File: config.mk
export PLATFORM = sky130hd
export DESIGN_NAME = bp_readout_port
export DESIGN_NICKNAME = d
export VERILOG_FILES = /design/src/rtl/bpr_pkg.sv /design/src/rtl/bpr_select.sv /design/src/rtl/bpr_fifo.sv /design/src/rtl/bpr_drive.sv /design/src/rtl/bp_readout_port.sv
export SDC_FILE = /design/constraint.sdc
export NUM_CORES = 1
export LEC_CHECK = 0
export CAP_MARGIN = 20
export CORE_UTILIZATION = 25
export CTS_BUF_LIST = sky130_fd_sc_hd__clkbuf_16
export DETAILED_ROUTE_END_ITERATION = 7
export GPL_TIMING_DRIVEN = 1
export PLACE_DENSITY = 0.38
export REMOVE_ABC_BUFFERS = 1
export SYNTH_ARGS = -nofsm -noshare
export SYNTH_HDL_FRONTEND = slang
export SYNTH_SLANG_ARGS = --single-unit
File: constraint.sdc
create_clock -name clk -period 6.1 [get_ports clk]
set_input_delay 0.61 -clock clk [delete_from_list [all_inputs] [get_ports clk]]
set_output_delay 0.61 -clock clk [all_outputs]
set_load 0.02 [all_outputs]
File: src/rtl/bpr_pkg.sv
// Shared widths and helpers for the backplane readout port.
// Assumes a 5-bit backplane address whose top three bits carry the board identity.
package bpr_pkg;
    localparam int ADDR_W  = 5;
    localparam int ID_W    = 3;
    localparam int WORD_W  = 16;
    localparam int RES_W   = 2 * WORD_W;

    // Board-select field of a backplane address (low sub-address bits dropped).
    function automatic logic [ID_W-1:0] sel_field(input logic [ADDR_W-1:0] a);
        return a[ADDR_W-1 -: ID_W];
    endfunction
endpackage

File: src/rtl/bpr_select.sv
// Strobe qualification: detects the strobe's leading edge and decides
// whether this board is addressed. Assumes the strobe is already synchronous to clk.
module bpr_select
    import bpr_pkg::*;
(
    input  logic              clk,
    input  logic              rst_n,
    input  logic [ID_W-1:0]   board_id,
    input  logic [ADDR_W-1:0] bp_addr,
    input  logic              bp_strobe,
    output logic              hit_now,    // strobe high and address matches
    output logic              hit_rise    // leading edge of a matching strobe
);
    logic strobe_q;

    // Remember last strobe level for edge detection.
    always_ff @(posedge clk) begin
        if (!rst_n) strobe_q <= 1'b0;
        else        strobe_q <= bp_strobe;
    end

    // Compare only the identity field; the sub-address bits never enter.
    always_comb begin
        hit_now  = bp_strobe && (sel_field(bp_addr) == board_id);
        hit_rise = hit_now && !strobe_q;
    end

    AST_ONE_POP_PER_STROBE: assert property (@(posedge clk) disable iff (!rst_n)
        hit_rise |=> !hit_rise);
endmodule

File: src/rtl/bpr_fifo.sv
// Output queue with a one-or-two-word write port and a single-word read port.
// Assumes DEPTH is a power of two >= 4; a push that does not fit is dropped whole.
module bpr_fifo #(
    parameter int WORD_W = 16,
    parameter int DEPTH  = 16
) (
    input  logic              clk,
    input  logic              rst_n,
    input  logic              wr_en,
    input  logic              wr_two,
    input  logic [WORD_W-1:0] wr_lo,
    input  logic [WORD_W-1:0] wr_hi,
    input  logic              rd_en,
    output logic [WORD_W-1:0] head,
    output logic              empty,
    output logic              half_full
);
    localparam int PTR_W = $clog2(DEPTH);
    localparam int CNT_W = PTR_W + 1;
    localparam logic [CNT_W-1:0] DEPTH_C = CNT_W'(DEPTH);
    localparam logic [CNT_W-1:0] HALF_C  = CNT_W'(DEPTH / 2);

    logic [WORD_W-1:0] mem [DEPTH];
    logic [PTR_W-1:0]  wp, rp;
    logic [CNT_W-1:0]  count, n_wr, n_acc;
    logic              wr_ok, rd_ok;

    // Decide how many words enter and whether a read is honoured.
    always_comb begin
        n_wr  = wr_two ? CNT_W'(2) : CNT_W'(1);
        wr_ok = wr_en && (n_wr <= (DEPTH_C - count));
        n_acc = wr_ok ? n_wr : '0;
        rd_ok = rd_en && (count != '0);
        empty = (count == '0);
        half_full = (count >= HALF_C);
        head  = mem[rp];
    end

    // Store accepted words, low half first.
    always_ff @(posedge clk) begin
        if (wr_ok) begin
            mem[wp] <= wr_lo;
            if (wr_two) mem[wp + PTR_W'(1)] <= wr_hi;
        end
    end

    // Pointer and occupancy bookkeeping.
    always_ff @(posedge clk) begin
        if (!rst_n) begin
            wp    <= '0;
            rp    <= '0;
            count <= '0;
        end else begin
            wp    <= wp + PTR_W'(n_acc);
            rp    <= rp + (rd_ok ? PTR_W'(1) : PTR_W'(0));
            count <= count + n_acc - (rd_ok ? CNT_W'(1) : CNT_W'(0));
        end
    end

    AST_NO_OVERFLOW: assert property (@(posedge clk) disable iff (!rst_n)
        count <= DEPTH_C);
    AST_POP_SHRINKS: assert property (@(posedge clk) disable iff (!rst_n)
        (rd_en && !empty && !wr_en) |=> (count == $past(count) - CNT_W'(1)));
endmodule

File: src/rtl/bpr_drive.sv
// Output stage: latches the popped word (or zero on empty) and holds the
// drive enable for the duration of a strobe that began with a match.
module bpr_drive #(
    parameter int WORD_W = 16
) (
    input  logic              clk,
    input  logic              rst_n,
    input  logic              hit_now,
    input  logic              hit_rise,
    input  logic              q_empty,
    input  logic [WORD_W-1:0] q_head,
    output logic [WORD_W-1:0] bus_word,
    output logic              bus_oe,
    output logic              uflow
);
    // Capture the head word at the leading edge of a matching strobe.
    always_ff @(posedge clk) begin
        if (!rst_n)        bus_word <= '0;
        else if (hit_rise) bus_word <= q_empty ? '0 : q_head;
    end

    // Drive only for a strobe whose leading edge matched, while it still matches.
    always_ff @(posedge clk) begin
        if (!rst_n) bus_oe <= 1'b0;
        else        bus_oe <= hit_rise || (bus_oe && hit_now);
    end

    // Sticky underflow on any read of an empty queue.
    always_ff @(posedge clk) begin
        if (!rst_n)                    uflow <= 1'b0;
        else if (hit_rise && q_empty)  uflow <= 1'b1;
    end

    AST_UNDERFLOW_STICKY: assert property (@(posedge clk) disable iff (!rst_n)
        uflow |=> uflow);
    AST_EMPTY_READS_ZERO: assert property (@(posedge clk) disable iff (!rst_n)
        (hit_rise && q_empty) |=> (bus_word == '0));
    AST_OE_NEEDS_STROBE: assert property (@(posedge clk) disable iff (!rst_n)
        bus_oe |-> $past(hit_now));
endmodule

File: src/rtl/bp_readout_port.sv
// Top of the addressed backplane readout port: select logic, output queue and
// bus drive stage. The pad-level tristate is formed outside from bp_data/bp_oe.
module bp_readout_port
    import bpr_pkg::*;
#(
    parameter int DEPTH = 16
) (
    input  logic              clk,
    input  logic              rst_n,
    input  logic [ID_W-1:0]   board_id,
    input  logic [ADDR_W-1:0] bp_addr,
    input  logic              bp_strobe,
    input  logic              res_valid,
    input  logic              res_wide,
    input  logic [RES_W-1:0]  res_data,
    output logic [WORD_W-1:0] bp_data,
    output logic              bp_oe,
    output logic              half_full,
    output logic              underflow
);
    logic              hit_now, hit_rise, q_empty;
    logic [WORD_W-1:0] q_head;

    bpr_select u_select (
        .clk      (clk),
        .rst_n    (rst_n),
        .board_id (board_id),
        .bp_addr  (bp_addr),
        .bp_strobe(bp_strobe),
        .hit_now  (hit_now),
        .hit_rise (hit_rise)
    );

    bpr_fifo #(.WORD_W(WORD_W), .DEPTH(DEPTH)) u_fifo (
        .clk      (clk),
        .rst_n    (rst_n),
        .wr_en    (res_valid),
        .wr_two   (res_wide),
        .wr_lo    (res_data[WORD_W-1:0]),
        .wr_hi    (res_data[RES_W-1:WORD_W]),
        .rd_en    (hit_rise),
        .head     (q_head),
        .empty    (q_empty),
        .half_full(half_full)
    );

    bpr_drive #(.WORD_W(WORD_W)) u_drive (
        .clk      (clk),
        .rst_n    (rst_n),
        .hit_now  (hit_now),
        .hit_rise (hit_rise),
        .q_empty  (q_empty),
        .q_head   (q_head),
        .bus_word (bp_data),
        .bus_oe   (bp_oe),
        .uflow    (underflow)
    );

    AST_NO_DRIVE_IDLE: assert property (@(posedge clk) disable iff (!rst_n)
        (!$past(bp_strobe)) |-> !bp_oe);
endmodule

# Word level (Yosys, flattened, before mapping)

Memories as Yosys holds them, arrays and structs flattened. A register that Yosys moved wholly into a read port is not among the register bits.
Index checks and enable logic that the tools add are counted.

Register bits: 32
RAM bits: 256
Input bits: 45
Logic and storage cells: 38
Memories kept: 1

Memory list:

| memory     | words | bits a word | rd ports | clocked after memory_dff | wr ports | RTL line       | text |
|---|---|---|---|---|---|---|---|
| u_fifo.mem | 16    | 16          | 1        | 1                        | 2        | bpr_fifo.sv:23 | `logic [WORD_W-1:0] mem [DEPTH];` |

$add $sub $neg: 6
$lt $le $gt $ge: 2
Equal/unequal tests: 1
Mux-type cells: 11
Reductions and logical operators: 10

Operator list:

| operator              | count |
|---|---|
| $mux W16              | 1 |
| $add A4 B4 Y4         | 2 |
| $mux W1               | 7 |
| $logic_and A1 B1 Y1   | 6 |
| $add A5 B5 Y5         | 1 |
| $ge A5 B4 Y1 const B  | 1 |
| $le A5 B5 Y1          | 1 |
| $logic_not A5 Y1      | 1 |
| $mux W5               | 1 |
| $reduce_bool A5 Y1    | 1 |
| $sub A5 B5 Y5         | 1 |
| $sub A5 B5 Y5 const A | 1 |
| $add A4 B1 Y4 const B | 1 |
| $mux W4               | 1 |
| $eq A3 B3 Y1          | 1 |
| $mux W2               | 1 |
| $logic_not A1 Y1      | 1 |
| $logic_or A1 B1 Y1    | 1 |

# Logic depth before layout (Yosys ltp)

Word-level depth: 7
Depth in mapped cells: 17
Gate-level depth less buffers: 15

# Hierarchy

From an unflattened synthesis, not the netlist that was laid out.

Cell total of the unflattened synthesis: 893
Area total of the unflattened synthesis: 15147.0 um^2

By module, submodules not included:

| module     | instances | cells each | area an instance (um^2) |
|---|---|---|---|
| bpr_fifo   | 1         | 807        | 14335.0 |
| bpr_drive  | 1         | 78         | 725.7 |
| bpr_select | 1         | 8          | 86.3 |

# Worst setup path before layout

Ideal clock, no wire load.

Path kind: register to register
Start: register u_fifo.count[0]
End: memory u_fifo.mem[13][0], enable pin
Library setup time: 430 ps
Data arrival time: 3884 ps
Data required time: 5670 ps
Path slack: 1786 ps
Cell stages (with the launch flop): 12
Path through: dfxtp_1 inv_1 ha_1 inv_1 ha_1 nor2b_1 o221ai_1 buf_4 buf_2 o21ai_1 buf_2 nor4_1

RTL lines:

| what                   | RTL line       | text |
|---|---|---|
| from (decl)            | bpr_fifo.sv:25 | `logic [CNT_W-1:0] count, n_wr, n_acc;` |
| from (signal assigned) | bpr_fifo.sv:56 | `count <= count + n_acc - (rd_ok ? CNT_W'(1) : CNT_W'(0));` |
| to (decl)              | bpr_fifo.sv:23 |  |

# Worst setup path after layout

Start: input port res_wide
End: register u_fifo.count[4]

Word-level cells in the longest chain between the ends: 6

RTL lines:

| what                | RTL line              | text |
|---|---|---|
| from (decl)         | bp_readout_port.sv:14 | `input logic res_wide,` |
| $mux W2 *           | bpr_fifo.sv:30        | `n_wr = wr_two ? CNT_W'(2) : CNT_W'(1);` |
| $le A5 B5 Y1        | bpr_fifo.sv:31        | `wr_ok = wr_en && (n_wr <= (DEPTH_C - count));` |
| $logic_and A1 B1 Y1 | bpr_fifo.sv:31        |  |
| $mux W5 *           | bpr_fifo.sv:32        | `n_acc = wr_ok ? n_wr : '0;` |
| $add A5 B5 Y5 *     | bpr_fifo.sv:56        |  |
| $sub A5 B5 Y5 *     | bpr_fifo.sv:56        |  |

Every way passes the cells marked *; elsewhere a longest branch is shown, timed or not.
A chain may end at the register's enable or synchronous reset.

==> impl_results.md <==
- Outcome: complete, but fails checks
- Failing checks: design-rule violations
- Netlist cell types: 53
- WHS: 0.475 ns
- Post-Syn Area per Cell: 16.5 sq um
- Pin count of the biggest net entering global routing: 45
- Number of global-route vias before repair: 8810
- Sw frac: 28.4%
- Pwr Total: 0.00540 W
- Nets: 1023
- Dominant synthesized flop cell: edfxtp_1
- Synthesized flop and latch total: 288
- Final min period: 3.84 ns
- CTS tree: yes
- Die X-Extent: 246 microns
- Instance count on the critical path: 15
- Initial core utilization: 25.3%
- Fmax: 261 MHz
- Cts hold-fix bufs: 0
- Lkg Pwr: 5.90 nW
- # IOs: 64
- Rows: 89
- First-pass GRT wire length: 67900 microns
- Die Ht: 246 microns
- Worst reg2reg path endpoint: u_fifo.count[4]$_SDFF_PN0_
- Starting DRC count in detailed routing: 453
- Final Hold Fails: 0
- Layout cells sized above 1: 46.0%
- Overflow after GRT: 0
- Setup TNS: 0 ns
- Synth top cells by count: 256 x edfxtp_1, 215 x mux2_2, 62 x mux4_2
- WP data arrival: 4.27 ns
- Power Dens Cells: 306 nW/um^2
- Total track usage: 16.1%
- Clock tree sinks: 288
- Top-area cell type share of the netlist area: 51.6%
- Critical path launch point: res_wide
- Clock power share: 38.4%
- Clock transition at the registers of the reported paths: 0.06 ns
- Count leader, synth: edfxtp_1
- P&R area growth vs syn: 18.3%
- Reg2Reg Setup Slack: 2.27 ns
- Post-Synthesis Cells: 904
- Antenna Cells: 0
- Vias per cell: 4.71
- Critical Path Sink: u_fifo.count[4]$_SDFF_PN0_
- Fin area: 17600 sq um
- WL/cell: 27.1 microns
- Top cells by area, synth: edfxtp_1 52%, mux2_2 16%, mux4_2 9.4%
- Port Buffers: 61
- Slowest stage delay, CP: 0.71 ns
- Tcrit/Tclk final: 62.9%
- Worst-path cell chain: clkdlybuf4s50_1 -> ha_1 -> nor2b_1 -> o221ai_2 -> buf_4 -> o21ai_1 -> buf_4 -> or2_2 -> ha_1 -> inv_1 -> fa_1 -> a21oi_1 -> o21bai_1 -> xnor2_1 -> and2_1
- Tightest Pin Transition: 1.11 ns
- Final setup fails: 0
- Dpl cell area: 16500 sq um
- EDFF count, synth: 256
- Flop pwr share: 43.5%
- DP Worst Slack: 1.69 ns
- Max_cap viols: 0
- Sequential share of the synthesized area: 55.9%
- CP top delay family: buffers and inverters
- Clock Tree Buf Depth: 3
- Routed wire length: 47800 microns
- Worst path bufs/invs: 4
- Antenna violations before repair: 3
- Hpwl dp: 26800 microns
- Synth warn: 0
- Int Power: 0.00386 W
- TritonCTS Buffers: 38
- Synth Cell Area: 14900 sq um
- Slew Limit Headroom: 26.1%
- DIE AREA: 60600 sq um
- CP Max Fanout: 18
- Ys async rst share: 0%
- Later-pin clock latency in the skew report: 0.55 ns
- RSZ-0062 raised after global routing: false
- VDD IR max: 164 uV
- Post-CTS resize count: 0
- DR vias: 8299
- Gpl congestion: 0.709
- H-Tree Depth: 2
- Crit-path slowest cell: clkdlybuf4s50_1
- Crit. End Element: register
- Synth area leader: edfxtp_1
- Reg2reg path depth: 17
- Start of the worst register-to-register path: u_fifo.count[0]$_SDFF_PN0_
- CP startpoint kind: primary input
- Post CTS Setup Buffer Count: 0
- Initial DRT Pass Iterations: 8
- Skew final: 0.0201 ns
- NetSw: 0.00153 W
- Root Buffer: clkbuf_16
- Final Slew Violations: 0
- Crit path required time: 6.54 ns
- Worst min-delay path class: register to register
- Core box area: 58900 sq um
- Combinational power share: 18.1%
- Post-route setup slack: 2.26 ns
- Post-route ant nets: 0
- Residual DRC count: 2
- Crit Path Category: primary input to register
-- power by group through the flow --
stage / logic (W) / registers, W / clock network [W]
5_1_grt: 0.00106 / 0.00236 / 0.00221
2_1_floorplan: 0.000603 / 0.00238 / 0
3_5_place_dp: 0.000987 / 0.00239 / 0
3_3_place_gp: 0.000980 / 0.00239 / 0
4_1_cts: 0.000989 / 0.00235 / 0.00215
6_report: 0.000975 / 0.00235 / 0.00207
-- cells by family after synthesis --
| group | synth area share, % |
|---|---|
| fa+ha+maj | 1.61 |
| compound gates | 5.66 |
| simple gates | 2.90 |
| mux | 30.0 |
| xor+xnor | 0.588 |
| buf+inv | 3.31 |
| flops | 55.9 |
-- final cells by class --
class	count	area, sq um
repair buffers	104	933
clock inverters	29	133
well taps	773	967
multi-input cells	514	6200
flip-flops and latches	288	8340
fillers	5843	41300
inverters	14	52.6
clock buffers	40	1000
-- stage by stage --
| step | utilization [%] | std cells |
|---|---|---|
| floorplan | - | 816 |
| CTS | 29.9 | 1762 |
| detailed placement | 28.0 | 1693 |
| global placement | 28.0 | 1693 |
| finish | 29.9 | 1762 |
| global route | 29.9 | 1762 |
-- registers in the layout, summed over array words and instances, names as in the netlist --
name / cells
u_drive.bus_oe: 1
u_drive.bus_word: 16
u_drive.uflow: 1
u_fifo.count: 5
u_fifo.mem: 256
u_fifo.rp: 4
u_fifo.wp: 4
u_select.strobe_q: 1
-- cells in the final DEF (no fill, tap or decap), drive strengths merged, types with 3 or more instances in the layout --
| master | netlist | routed |
|---|---|---|
| o2111ai | 12 | 12 |
| clkinv | 0 | 14 |
| clkdlybuf4s50 | 0 | 61 |
| nor4 | 4 | 4 |
| xnor2 | 6 | 6 |
| nor2 | 14 | 14 |
| o211ai | 4 | 4 |
| a22oi | 30 | 30 |
| o21ai | 3 | 3 |
| ha | 16 | 16 |
| o41ai | 4 | 4 |
| edfxtp | 256 | 256 |
| mux2i | 4 | 4 |
| nand3 | 3 | 3 |
| dfxtp | 32 | 32 |
| a22o | 15 | 15 |
| nor3 | 5 | 5 |
| and2 | 17 | 17 |
| clkbuf | 52 | 40 |
| nand2b | 3 | 3 |
| nand2 | 18 | 18 |
| xor2 | 4 | 4 |
| inv | 14 | 28 |
| mux4 | 62 | 62 |
| mux2 | 256 | 256 |
| nor2b | 7 | 7 |
| buf | 36 | 43 |
-- worst min path at each step --
stage	start	slack, ns	depth (start not counted)	endpoint
after CTS	u_drive.bus_word[5]$_SDFFE_PN0N_	0.48	1	u_drive.bus_word[5]$_SDFFE_PN0N_
final	u_drive.uflow$_SDFFE_PN0P_	0.47	1	u_drive.uflow$_SDFFE_PN0P_
after floorplan	u_select.strobe_q$_SDFF_PN0_	0.56	3	u_drive.bus_oe$_SDFF_PN0_
after detailed placement	u_drive.bus_word[5]$_SDFFE_PN0N_	0.47	1	u_drive.bus_word[5]$_SDFFE_PN0N_
after global routing	u_drive.bus_word[11]$_SDFFE_PN0N_	0.49	1	u_drive.bus_word[11]$_SDFFE_PN0N_
after global placement	u_drive.uflow$_SDFFE_PN0P_	0.45	1	u_drive.uflow$_SDFFE_PN0P_
-- worst reg2reg max path: cells and delay by family, from the launching register on --
kind,cells,cell delay [ns]
xor gates and xnor gates,1,0.12
buffers and inverters,4,0.78
DFF,1,0.38
adders and majority gates,4,1.23
AOI/OAI and AO/OA,5,0.61
and+or+nand+nor,3,0.61
-- metal layers --
metal / up-vias / GRT usage [%] / share of wire [%]
met1: 4398 / 20.9 / 45
li1: 3711 / - / -
met4: 4 / 4.44 / 1.9
met2: 123 / 27.8 / 50
met3: 63 / 2.05 / 2.5
met5: - / 0 / 0.052
Power figures use the tool's default switching activity.
